<file path="config.mk">
export PLATFORM = sky130hd
export DESIGN_NAME = issue_supply_ctrl
export DESIGN_NICKNAME = d
export VERILOG_FILES = /design/src/rtl/supply_scale_pkg.sv /design/src/rtl/miss_tracker.sv /design/src/rtl/down_watch.sv /design/src/rtl/up_watch.sv /design/src/rtl/issue_supply_ctrl.sv
export SDC_FILE = /design/constraint.sdc
export NUM_CORES = 1
export LEC_CHECK = 0
export BUFFER_PORTS_ARGS = -buffer_cell sky130_fd_sc_hd__buf_2
export CORE_MARGIN = 3
export CORE_UTILIZATION = 50
export DETAILED_ROUTE_END_ITERATION = 16
export PLACE_DENSITY = 0.8
export RECOVER_POWER = 25
export SETUP_SLACK_MARGIN = 0.05
export SLEW_MARGIN = 20
export SYNTH_ARGS = -nofsm -noshare
export SYNTH_HDL_FRONTEND = slang
export SYNTH_SLANG_ARGS = --single-unit
</file>
<file path="constraint.sdc">
create_clock -name clk -period 2.3 [get_ports clk]
set_input_delay 0.115 -clock clk [delete_from_list [all_inputs] [get_ports clk]]
set_output_delay 0.115 -clock clk [all_outputs]
set_load 0.01 [all_outputs]
</file>
<file path="src/rtl/supply_scale_pkg.sv">
// Package: types shared by the supply scaling controller.
// Assumes: both observation machines use the same two-state encoding.
package supply_scale_pkg;
    typedef enum logic {
        ST_IDLE  = 1'b0,
        ST_WATCH = 1'b1
    } watch_st_t;
endpackage

</file>
<file path="src/rtl/miss_tracker.sv">
// Saturating count of second-level misses in flight.
// Assumes: miss and return pulses last one cycle each; when both arrive
// in the same cycle they cancel out.
module miss_tracker #(
    parameter int CNT_W = 4
) (
    input  logic             clk,
    input  logic             rst_n,
    input  logic             miss_i,
    input  logic             ret_i,
    output logic [CNT_W-1:0] cnt_o,
    output logic             cnt_one_o
);
    localparam logic [CNT_W-1:0] CNT_MAX = {CNT_W{1'b1}};
    localparam logic [CNT_W-1:0] CNT_ONE = CNT_W'(1);

    logic [CNT_W-1:0] cnt_q;

    // Step the count up or down with saturation at both ends.
    always_ff @(posedge clk) begin
        if (!rst_n) begin
            cnt_q <= '0;
        end else if (miss_i && !ret_i) begin
            if (cnt_q != CNT_MAX) cnt_q <= cnt_q + CNT_ONE;
        end else if (ret_i && !miss_i) begin
            if (cnt_q != '0) cnt_q <= cnt_q - CNT_ONE;
        end
    end

    assign cnt_o     = cnt_q;
    assign cnt_one_o = (cnt_q == CNT_ONE);


    both_hold_chk: assert property (@(posedge clk) disable iff (!rst_n)
        (miss_i && ret_i) |=> $stable(cnt_q));

    floor_hold_chk: assert property (@(posedge clk) disable iff (!rst_n)
        (ret_i && !miss_i && cnt_q == '0) |=> (cnt_q == '0));

    ceil_hold_chk: assert property (@(posedge clk) disable iff (!rst_n)
        (miss_i && !ret_i && cnt_q == CNT_MAX) |=> (cnt_q == CNT_MAX));
endmodule

</file>
<file path="src/rtl/down_watch.sv">
// Scale-down machine: after a miss taken at full supply, it watches the
// next WIN_LEN cycles and fires once DOWN_RUN consecutive cycles issue
// nothing.
// Assumes: low_i is the registered supply request; last_ret_i marks a
// return that empties the in-flight count.
module down_watch
    import supply_scale_pkg::*;
#(
    parameter int WIN_LEN  = 10,
    parameter int DOWN_RUN = 3
) (
    input  logic clk,
    input  logic rst_n,
    input  logic miss_i,
    input  logic last_ret_i,
    input  logic low_i,
    input  logic idle_i,
    output logic fire_o
);
    localparam int WIN_W = (WIN_LEN > 1) ? $clog2(WIN_LEN) : 1;
    localparam int RUN_W = $clog2(DOWN_RUN + 1);
    localparam logic [WIN_W-1:0] WIN_LAST = WIN_W'(WIN_LEN - 1);
    localparam logic [RUN_W-1:0] RUN_GOAL = RUN_W'(DOWN_RUN);

    watch_st_t        st_q, st_d;
    logic [WIN_W-1:0] win_q, win_d;
    logic [RUN_W-1:0] run_q, run_d, run_n;

    // Next-state decision for the idle-run window.
    always_comb begin
        st_d   = st_q;
        win_d  = win_q;
        run_d  = run_q;
        fire_o = 1'b0;
        run_n  = idle_i ? (run_q + RUN_W'(1)) : '0;
        case (st_q)
            ST_IDLE: begin
                if (miss_i && !low_i) begin
                    st_d  = ST_WATCH;
                    win_d = '0;
                    run_d = '0;
                end
            end
            ST_WATCH: begin
                if (last_ret_i) begin
                    st_d = ST_IDLE;
                end else if (run_n >= RUN_GOAL) begin
                    fire_o = 1'b1;
                    st_d   = ST_IDLE;
                end else if (win_q == WIN_LAST) begin
                    st_d = ST_IDLE;
                end else begin
                    win_d = win_q + WIN_W'(1);
                    run_d = run_n;
                end
            end
            default: st_d = ST_IDLE;
        endcase
    end

    // Hold the machine state and window counters.
    always_ff @(posedge clk) begin
        if (!rst_n) begin
            st_q  <= ST_IDLE;
            win_q <= '0;
            run_q <= '0;
        end else begin
            st_q  <= st_d;
            win_q <= win_d;
            run_q <= run_d;
        end
    end


    dwin_full_chk: assert property (@(posedge clk) disable iff (!rst_n)
        (st_q == ST_WATCH) |-> !low_i);

    dwin_abort_chk: assert property (@(posedge clk) disable iff (!rst_n)
        (st_q == ST_WATCH && last_ret_i) |-> !fire_o);

    dwin_bound_chk: assert property (@(posedge clk) disable iff (!rst_n)
        (st_q == ST_WATCH) |-> (win_q <= WIN_LAST));
endmodule

</file>
<file path="src/rtl/up_watch.sv">
// Scale-up machine: a return that empties the in-flight count raises the
// supply at once; any other return while low opens a WIN_LEN window that
// raises once UP_HITS cycles have issued something.
// Assumes: low_i is the registered supply request.
module up_watch
    import supply_scale_pkg::*;
#(
    parameter int WIN_LEN = 10,
    parameter int UP_HITS = 3
) (
    input  logic clk,
    input  logic rst_n,
    input  logic ret_i,
    input  logic last_ret_i,
    input  logic low_i,
    input  logic active_i,
    output logic fire_o
);
    localparam int WIN_W = (WIN_LEN > 1) ? $clog2(WIN_LEN) : 1;
    localparam int HIT_W = $clog2(UP_HITS + 1);
    localparam logic [WIN_W-1:0] WIN_LAST = WIN_W'(WIN_LEN - 1);
    localparam logic [HIT_W-1:0] HIT_GOAL = HIT_W'(UP_HITS);

    watch_st_t        st_q, st_d;
    logic [WIN_W-1:0] win_q, win_d;
    logic [HIT_W-1:0] hit_q, hit_d, hit_n;

    // Next-state decision for immediate and windowed raises.
    always_comb begin
        st_d   = st_q;
        win_d  = win_q;
        hit_d  = hit_q;
        fire_o = 1'b0;
        hit_n  = hit_q + (active_i ? HIT_W'(1) : HIT_W'(0));
        case (st_q)
            ST_IDLE: begin
                if (low_i && last_ret_i) begin
                    fire_o = 1'b1;
                end else if (low_i && ret_i) begin
                    st_d  = ST_WATCH;
                    win_d = '0;
                    hit_d = '0;
                end
            end
            ST_WATCH: begin
                if (last_ret_i || hit_n >= HIT_GOAL) begin
                    fire_o = 1'b1;
                    st_d   = ST_IDLE;
                end else if (win_q == WIN_LAST) begin
                    st_d = ST_IDLE;
                end else begin
                    win_d = win_q + WIN_W'(1);
                    hit_d = hit_n;
                end
            end
            default: st_d = ST_IDLE;
        endcase
    end

    // Hold the machine state and window counters.
    always_ff @(posedge clk) begin
        if (!rst_n) begin
            st_q  <= ST_IDLE;
            win_q <= '0;
            hit_q <= '0;
        end else begin
            st_q  <= st_d;
            win_q <= win_d;
            hit_q <= hit_d;
        end
    end


    uwin_low_chk: assert property (@(posedge clk) disable iff (!rst_n)
        (st_q == ST_WATCH) |-> low_i);

    uwin_nofire_chk: assert property (@(posedge clk) disable iff (!rst_n)
        !low_i |-> !fire_o);
endmodule

</file>
<file path="src/rtl/issue_supply_ctrl.sv">
// Top: combines the miss counter and the two observation machines, and
// registers the low-supply request together with its edge pulses.
// Assumes: inputs are synchronous to clk; issue_cnt is valid every cycle.
module issue_supply_ctrl #(
    parameter int ISSUE_W  = 3,
    parameter int CNT_W    = 4,
    parameter int WIN_LEN  = 10,
    parameter int DOWN_RUN = 3,
    parameter int UP_HITS  = 3
) (
    input  logic               clk,
    input  logic               rst_n,
    input  logic               miss_pulse,
    input  logic               ret_pulse,
    input  logic [ISSUE_W-1:0] issue_cnt,
    output logic               low_req,
    output logic               drop_evt,
    output logic               raise_evt
);
    logic [CNT_W-1:0] cnt;
    logic             cnt_one;
    logic             last_ret;
    logic             idle_cyc;
    logic             drop_fire;
    logic             raise_fire;
    logic             low_q, drop_q, raise_q;

    assign last_ret = ret_pulse && cnt_one && !miss_pulse;
    assign idle_cyc = (issue_cnt == '0);

    miss_tracker #(.CNT_W(CNT_W)) u_cnt (
        .clk       (clk),
        .rst_n     (rst_n),
        .miss_i    (miss_pulse),
        .ret_i     (ret_pulse),
        .cnt_o     (cnt),
        .cnt_one_o (cnt_one)
    );

    down_watch #(.WIN_LEN(WIN_LEN), .DOWN_RUN(DOWN_RUN)) u_down (
        .clk        (clk),
        .rst_n      (rst_n),
        .miss_i     (miss_pulse),
        .last_ret_i (last_ret),
        .low_i      (low_q),
        .idle_i     (idle_cyc),
        .fire_o     (drop_fire)
    );

    up_watch #(.WIN_LEN(WIN_LEN), .UP_HITS(UP_HITS)) u_up (
        .clk        (clk),
        .rst_n      (rst_n),
        .ret_i      (ret_pulse),
        .last_ret_i (last_ret),
        .low_i      (low_q),
        .active_i   (!idle_cyc),
        .fire_o     (raise_fire)
    );

    // Register the supply request level and its one-cycle edge pulses.
    always_ff @(posedge clk) begin
        if (!rst_n) begin
            low_q   <= 1'b0;
            drop_q  <= 1'b0;
            raise_q <= 1'b0;
        end else begin
            drop_q  <= drop_fire;
            raise_q <= raise_fire;
            if (drop_fire)       low_q <= 1'b1;
            else if (raise_fire) low_q <= 1'b0;
        end
    end

    assign low_req   = low_q;
    assign drop_evt  = drop_q;
    assign raise_evt = raise_q;


    rise_pulse_chk: assert property (@(posedge clk) disable iff (!rst_n)
        $rose(low_q) |-> drop_q);

    fall_pulse_chk: assert property (@(posedge clk) disable iff (!rst_n)
        $fell(low_q) |-> raise_q);

    low_nodrop_chk: assert property (@(posedge clk) disable iff (!rst_n)
        (low_q && miss_pulse) |=> !drop_q);

    low_inflight_chk: assert property (@(posedge clk) disable iff (!rst_n)
        low_q |-> (cnt != '0));

    excl_evt_chk: assert property (@(posedge clk) disable iff (!rst_n)
        !(drop_q && raise_q));
endmodule

</file>
* Yosys cells after proc, flatten, opt, wreduce, memory -nomap -nowiden
Index checks and enable logic that the tools add are counted.
** Storage, ports and cells
- Register bits :: 21
- Input bits :: 7
- Output and inout bits :: 3
- Word-level logic and storage cells :: 96
** Operators by class
- $add $sub $neg :: 6
- Order comparisons :: 2
- Eq/ne operators :: 13
- Mux-type cells :: 44
- Bitwise gates (word level) :: 2
- Reductions and logical operators :: 19
** Operator list (count)
- 2-to-1 mux 4 bit :: 12
- 2-to-1 mux 2 bit :: 9
- 2-to-1 mux 1 bit :: 16
- one-hot mux 4 bit (2 select lines) :: 2
- != test 2 bit, second input constant :: 7
- adder 4 x 1 -> 4 bit, second input constant :: 3
- == test 4 bit, second input constant :: 2
- one-hot mux 2 bit (2 select lines) :: 2
- AND reduction 4 bit :: 2
- logical AND 1 bit :: 7
- one-hot mux 1 bit (2 select lines) :: 3
- nonzero test 2 bit :: 3
- == test 4 x 1 -> 1 bit, second input constant :: 1
- greater-or-equal comparator 2 bit, second input constant :: 2
- != test 2 x 1 -> 1 bit, second input constant :: 2
- != test 4 bit, second input constant :: 1
- nonzero test 4 bit :: 1
- subtractor 4 x 1 -> 4 bit, second input constant :: 1
- logical NOT 1 bit :: 3
- logical NOT 3 bit :: 1
- AND reduction 3 bit :: 1
- adder 2 x 1 -> 2 bit, second input constant :: 1
- adder 2 bit :: 1
- NOT 1 bit :: 2
- logical OR 1 bit :: 1

* Longest topological paths before layout
- Depth in word-level cells :: 9
- Gate-level depth with buffers :: 8

* Hierarchy
Synthesis repeated with hierarchy kept, for this count alone.
** Second synthesis, totals
- Cells, all modules :: 132
- Area total of the unflattened synthesis :: 1217.4 µm²
** Modules (own cells, without submodules)
- down_watch :: instances 1, cells each 47, area an instance 412.9 µm², sequential area each 140.1 µm²
- up_watch :: instances 1, cells each 41, area an instance 402.9 µm², sequential area each 140.1 µm²
- miss_tracker :: instances 1, cells each 33, area an instance 294.0 µm², sequential area each 80.1 µm²
- issue_supply_ctrl :: instances 1, cells each 11, area an instance 107.6 µm², sequential area each 60.1 µm²

* Worst setup path before layout
Ideal clock, no wire load.
- Path type :: input-to-reg
- Start point :: in issue_cnt[1]
- End point :: reg u_up.hit_q[1]
- Setup time :: 0.070 ns
- Data arrival time :: 1.732 ns
- Required time :: 2.230 ns
- Slack :: 0.497 ns
- Stages :: 8
- Path through :: nor3_1 -> inv_1 -> ha_1 -> xor2_1 -> a221oi_1 -> buf_2 -> o311ai_0 -> a21oi_1
** Between the ends
- Longest elaborated chain between the ends :: 7
- Elaborated cells between the ends (all ways) :: 10
- Those cells by class :: add/sub (1); order compare (1); eq/ne (1); mux (4); reduce/logical (3)
** Ends and longest elaborated chain
- start: declaration :: RTL line issue_supply_ctrl.sv:15 : input logic [ISSUE_W-1:0] issue_cnt,
- logical NOT 3 bit * :: RTL line issue_supply_ctrl.sv:29 : assign idle_cyc = (issue_cnt == '0);
- 2-to-1 mux 1 bit * :: RTL line up_watch.sv:34 : hit_n = hit_q + (active_i ? HIT_W'(1) : HIT_W'(0));
- adder 2 bit * :: RTL line up_watch.sv:34
- greater-or-equal comparator 2 bit :: RTL line up_watch.sv:46 : if (last_ret_i || hit_n >= HIT_GOAL) begin
- logical OR 1 bit :: RTL line up_watch.sv:46
- != test 2 bit (no source line)
- AND reduction 4 bit (no source line)
- end signal: assignment :: RTL line up_watch.sv:69 : hit_q <= hit_d;
- end: declaration :: RTL line up_watch.sv:26 : logic [HIT_W-1:0] hit_q, hit_d, hit_n;
Every way passes the cells marked *; elsewhere a longest branch is shown, timed or not. The select of a mux whose other input is x is not followed.
A chain may end at the register's enable or synchronous reset.

* Worst setup path in the final report
- Start point :: reg u_cnt.cnt_q[0], in the netlist u_cnt.cnt_o[0]
- End point :: reg u_cnt.cnt_q[1], in the netlist u_cnt.cnt_o[1]
** Between the ends
- Longest elaborated chain between the ends :: 4
- Elaborated cells between the ends (all ways) :: 11
- Those cells by class :: add/sub (2); eq/ne (2); mux (4); reduce/logical (3)
** Ends and longest elaborated chain
- start: declaration :: RTL line miss_tracker.sv:17 : logic [CNT_W-1:0] cnt_q;
- start signal: assignment :: RTL line miss_tracker.sv:24 : if (cnt_q != CNT_MAX) cnt_q <= cnt_q + CNT_ONE;
- start signal: assignment :: RTL line miss_tracker.sv:26 : if (cnt_q != '0) cnt_q <= cnt_q - CNT_ONE;
- subtractor 4 x 1 -> 4 bit :: RTL line miss_tracker.sv:26
- 2-to-1 mux 4 bit :: RTL line miss_tracker.sv:26
- 2-to-1 mux 4 bit :: RTL line miss_tracker.sv:25 : end else if (ret_i && !miss_i) begin
- 2-to-1 mux 4 bit :: RTL line miss_tracker.sv:23 : end else if (miss_i && !ret_i) begin
Several ways; a longest one is shown, not always the timed one. The select of a mux whose other input is x is not followed.

==> run_results.csv <==
group,metric,value,unit
grt,grt_overflow,0,
grt,antenna_found_initial,0,
detailed_routing,viasPerCell,6.15,
yosys,synthDistinctLibCells,44,
placed_design,io_buffer_count,9,
grt,grt.met1_usage,21.7,%
pwr,vdd_drop_max,0.349,mV
final_layout,area_growth,5.78,%
floorplanning,fp.dieH,55.7,um
yosys,async_flop_share,0,%
timing,finClkSkew,0.769,ps
detailed_routing,dr.pass1.iters,4,
cts,cts_hold_buf,0,
timing,worstMarginPinSlew,895,ps
grt,grt_max_degree,16,
floorplanning,initial_core_util,54.2,%
grt,use_met3,3.02,%
timing,drv_slew,0,
timing,fmax,0.552,GHz
pwr,powerDensity,552,nW/um^2
critical_path,rrSetupSlack,490,ps
cts,ctsResizeCount,0,
critical_path,start_kind,"register",
pwr,total_power,0.721,mW
yosys,yosysSeqAreaShare,34.1,%
grt,top_usage_layer,"met2",
timing,final-hold-violation-count,0,
yosys,synth_edf_count,0,
min_path,hold_class,"in -> reg",
grt,first_global_vias,967,
detailed_routing,routed_wl,2500,um
cts,cts_sinks,21,
detailed_routing,ant_nets,0,
critical_path,path_max_fanout,6,
placed_design,placed_cells,172,
yosys,synthFlopType,"dfxtp_1",
final_layout,layout.cells.non_filler,176,
timing,hold_ws,129,ps
cts,clock_path_buffers,2,
min_path,hold_start,"rst_n",
detailed_routing,vias,1082,
floorplanning,die_w,55.7,um
grt,grt_util_all_layers,16.5,%
run_status,status,"completed",
yosys,synthesis.nets,153,
critical_path,r2r-start,"u_cnt.cnt_o[0]$_SDFFE_PN0P_",
timing,max-slew-margin-rel,40.2,%
min_path,min_to,"u_down.st_q$_SDFF_PN0_",
detailed_routing,drtIter0Drc,56,
cts,numCtsBuffers,3,
yosys,ys_warn_count,0,
placed_design,hpwl,1800,um
timing,timing.final.ws_setup,489,ps
final_layout,fin_area,1310,sq um
cts,clkTransAtPathRegs,120,ps
floorplanning,row_count,17,
timing,period_minus_slack,1810,ps
yosys,synth-seq-cells,21,
cts,cts_root_buffer,"clkbuf_4",
grt,use_met2,26.5,%
yosys,synthCells,137,
critical_path,cp_data_arrival_time,2000,ps
timing,rsz0062_at_grt,"no",
detailed_routing,wl_per_cell,14.2,um
final_layout,nets,165,
floorplanning,core_area,2280,sq um
timing,post-route-period-util,78.8,%
critical_path,r2r.worst_path.cells,6,
critical_path,cp_slowest_cell,"or3b_2",
placed_design,gp_congestion,0.926,
final_layout,fin_util,57.3,%
floorplanning,io_pins,10,
critical_path,crit_path_max_incr_delay,450,ps
critical_path,crit_required,2490,ps
critical_path,worstSetupPathType,"reg -> reg",
final_layout,layout-drive-gt1-share,12.2,%
pwr,leakage,0.476,nW
critical_path,path_cells,"inv_1 > ha_1 > or3b_2 > a22oi_2 > mux2i_1 > nor2_1",
grt,grt_pass1_wl,4230,um
min_path,holdPathStages,2,
placed_design,place_area,1310,sq um
yosys,synth_area_per_cell,9.00,sq um
placed_design,dp_slack,451,ps
cts,cts_max_level,1,
cts,post-cts-setup-buffers,0,
flow_run,maxCapViolCount,0,
cts,insertion_delay,300,ps
detailed_routing,route.detailed.drc,0,
cts,cts_tree,"done",
yosys,synthesis.area,1230,sq um
floorplanning,dieArea,3100,sq um
timing,fin_setup_tns,0,ps
timing,setup_violations,0,
critical_path,end_kind,"register",
critical_path,timing.rr.end,"u_cnt.cnt_o[1]$_SDFFE_PN0P_",
final_layout,diodes,0,
[final cells by class]
type	instances	area [sq um]
Clock buffer	4	26.3
Fill cell	213	971
Inverter	9	33.8
Multi-Input combinational cell	103	733
Sequential cell	21	420
Tap cell	28	35.0
Timing Repair Buffer	11	56.3
[Yosys cell counts, types with 3 or more instances]
master / count / share of area [%]
o21ai_0: 4 / 1.6
nand4_1: 3 / 1.5
ha_1: 9 / 9.1
nor2b_1: 3 / 1.5
nor2_1: 8 / 2.4
nand3b_1: 6 / 3.7
o211ai_1: 5 / 3.0
inv_1: 9 / 2.7
clkbuf_1: 3 / 0.91
nand2_1: 14 / 4.3
nand3_1: 5 / 2.0
a21oi_1: 5 / 2.0
a31oi_1: 3 / 1.5
or3_1: 3 / 1.5
o22ai_1: 3 / 1.5
dfxtp_1: 21 / 34
[cell usage in the layout, fill, tap and decap left out, drive strengths merged, types with 5 or more instances in the layout]
cell type  Yosys  layout
dfxtp         21      21
nand2         14      14
inv            9       9
ha             9       9
nor2           8       8
buf            1       8
clkbuf         3       7
nand3b         6       6
a21oi          5       5
nand3          5       5
o211ai         5       5
o21ai          5       5
[power breakdown]
part	internal (mW)	switching (mW)
sequential	0.380	0.0223
clock	0.0675	0.113
combinational	0.0637	0.0733
[flip-flops by register name (all words and copies together), names as in the netlist]
signal,cells
u_down.st_q,1
u_up.hit_q,2
u_cnt.cnt_o,4
u_up.win_q,4
u_down.win_q,4
u_down.run_q,2
low_req,1
drop_evt,1
raise_evt,1
u_up.st_q,1
[metal layers]
| layer | vias to the layer above | routed length, um |
|---|---|---|
| li1 | 531 | - |
| met2 | 25 | 1180 |
| met4 | 0 | 31 |
| met3 | 4 | 105 |
| met5 | - | 0 |
| met1 | 522 | 1180 |
[cells by family after synthesis]
| group | count (synthesis) | synth area share (%) |
|---|---|---|
| flip-flops | 21 | 34.1 |
| buffers and inverters | 13 | 4.06 |
| XOR/XNOR | 3 | 2.13 |
| adder cells (fa/ha/maj) | 9 | 9.13 |
| AND/OR/NAND/NOR | 53 | 26.1 |
| multiplexers | 2 | 1.62 |
| AO/OA/AOI/OAI | 36 | 22.9 |
[worst max-delay path: cells and delay by family, from the launching register on]
kind | cells | cell delay, ps
AO/OA/AOI/OAI | 1 | 300
adder cells (fa/ha/maj) | 1 | 160
buffers and inverters | 1 | 130
flip-flops | 1 | 380
multiplexers | 1 | 230
AND/OR/NAND/NOR | 2 | 500
[worst max path at each step]
| stage | slack (ps) | to | start | cells past startpoint |
|---|---|---|---|---|
| 2_1_floorplan | 500 | u_up.hit_q[1]$_SDFFE_PN0P_ | issue_cnt[1] | 8 |
| 3_3_place_gp | 510 | u_up.hit_q[1]$_SDFFE_PN0P_ | issue_cnt[1] | 9 |
| 3_5_place_dp | 450 | u_up.hit_q[1]$_SDFFE_PN0P_ | issue_cnt[1] | 9 |
| 4_1_cts | 480 | u_cnt.cnt_o[1]$_SDFFE_PN0P_ | u_cnt.cnt_o[0]$_SDFFE_PN0P_ | 6 |
| 5_1_grt | 350 | u_down.st_q$_SDFF_PN0_ | u_cnt.cnt_o[1]$_SDFFE_PN0P_ | 6 |
| 6_report | 490 | u_cnt.cnt_o[1]$_SDFFE_PN0P_ | u_cnt.cnt_o[0]$_SDFFE_PN0P_ | 6 |
(Power assumes the default switching activity.)
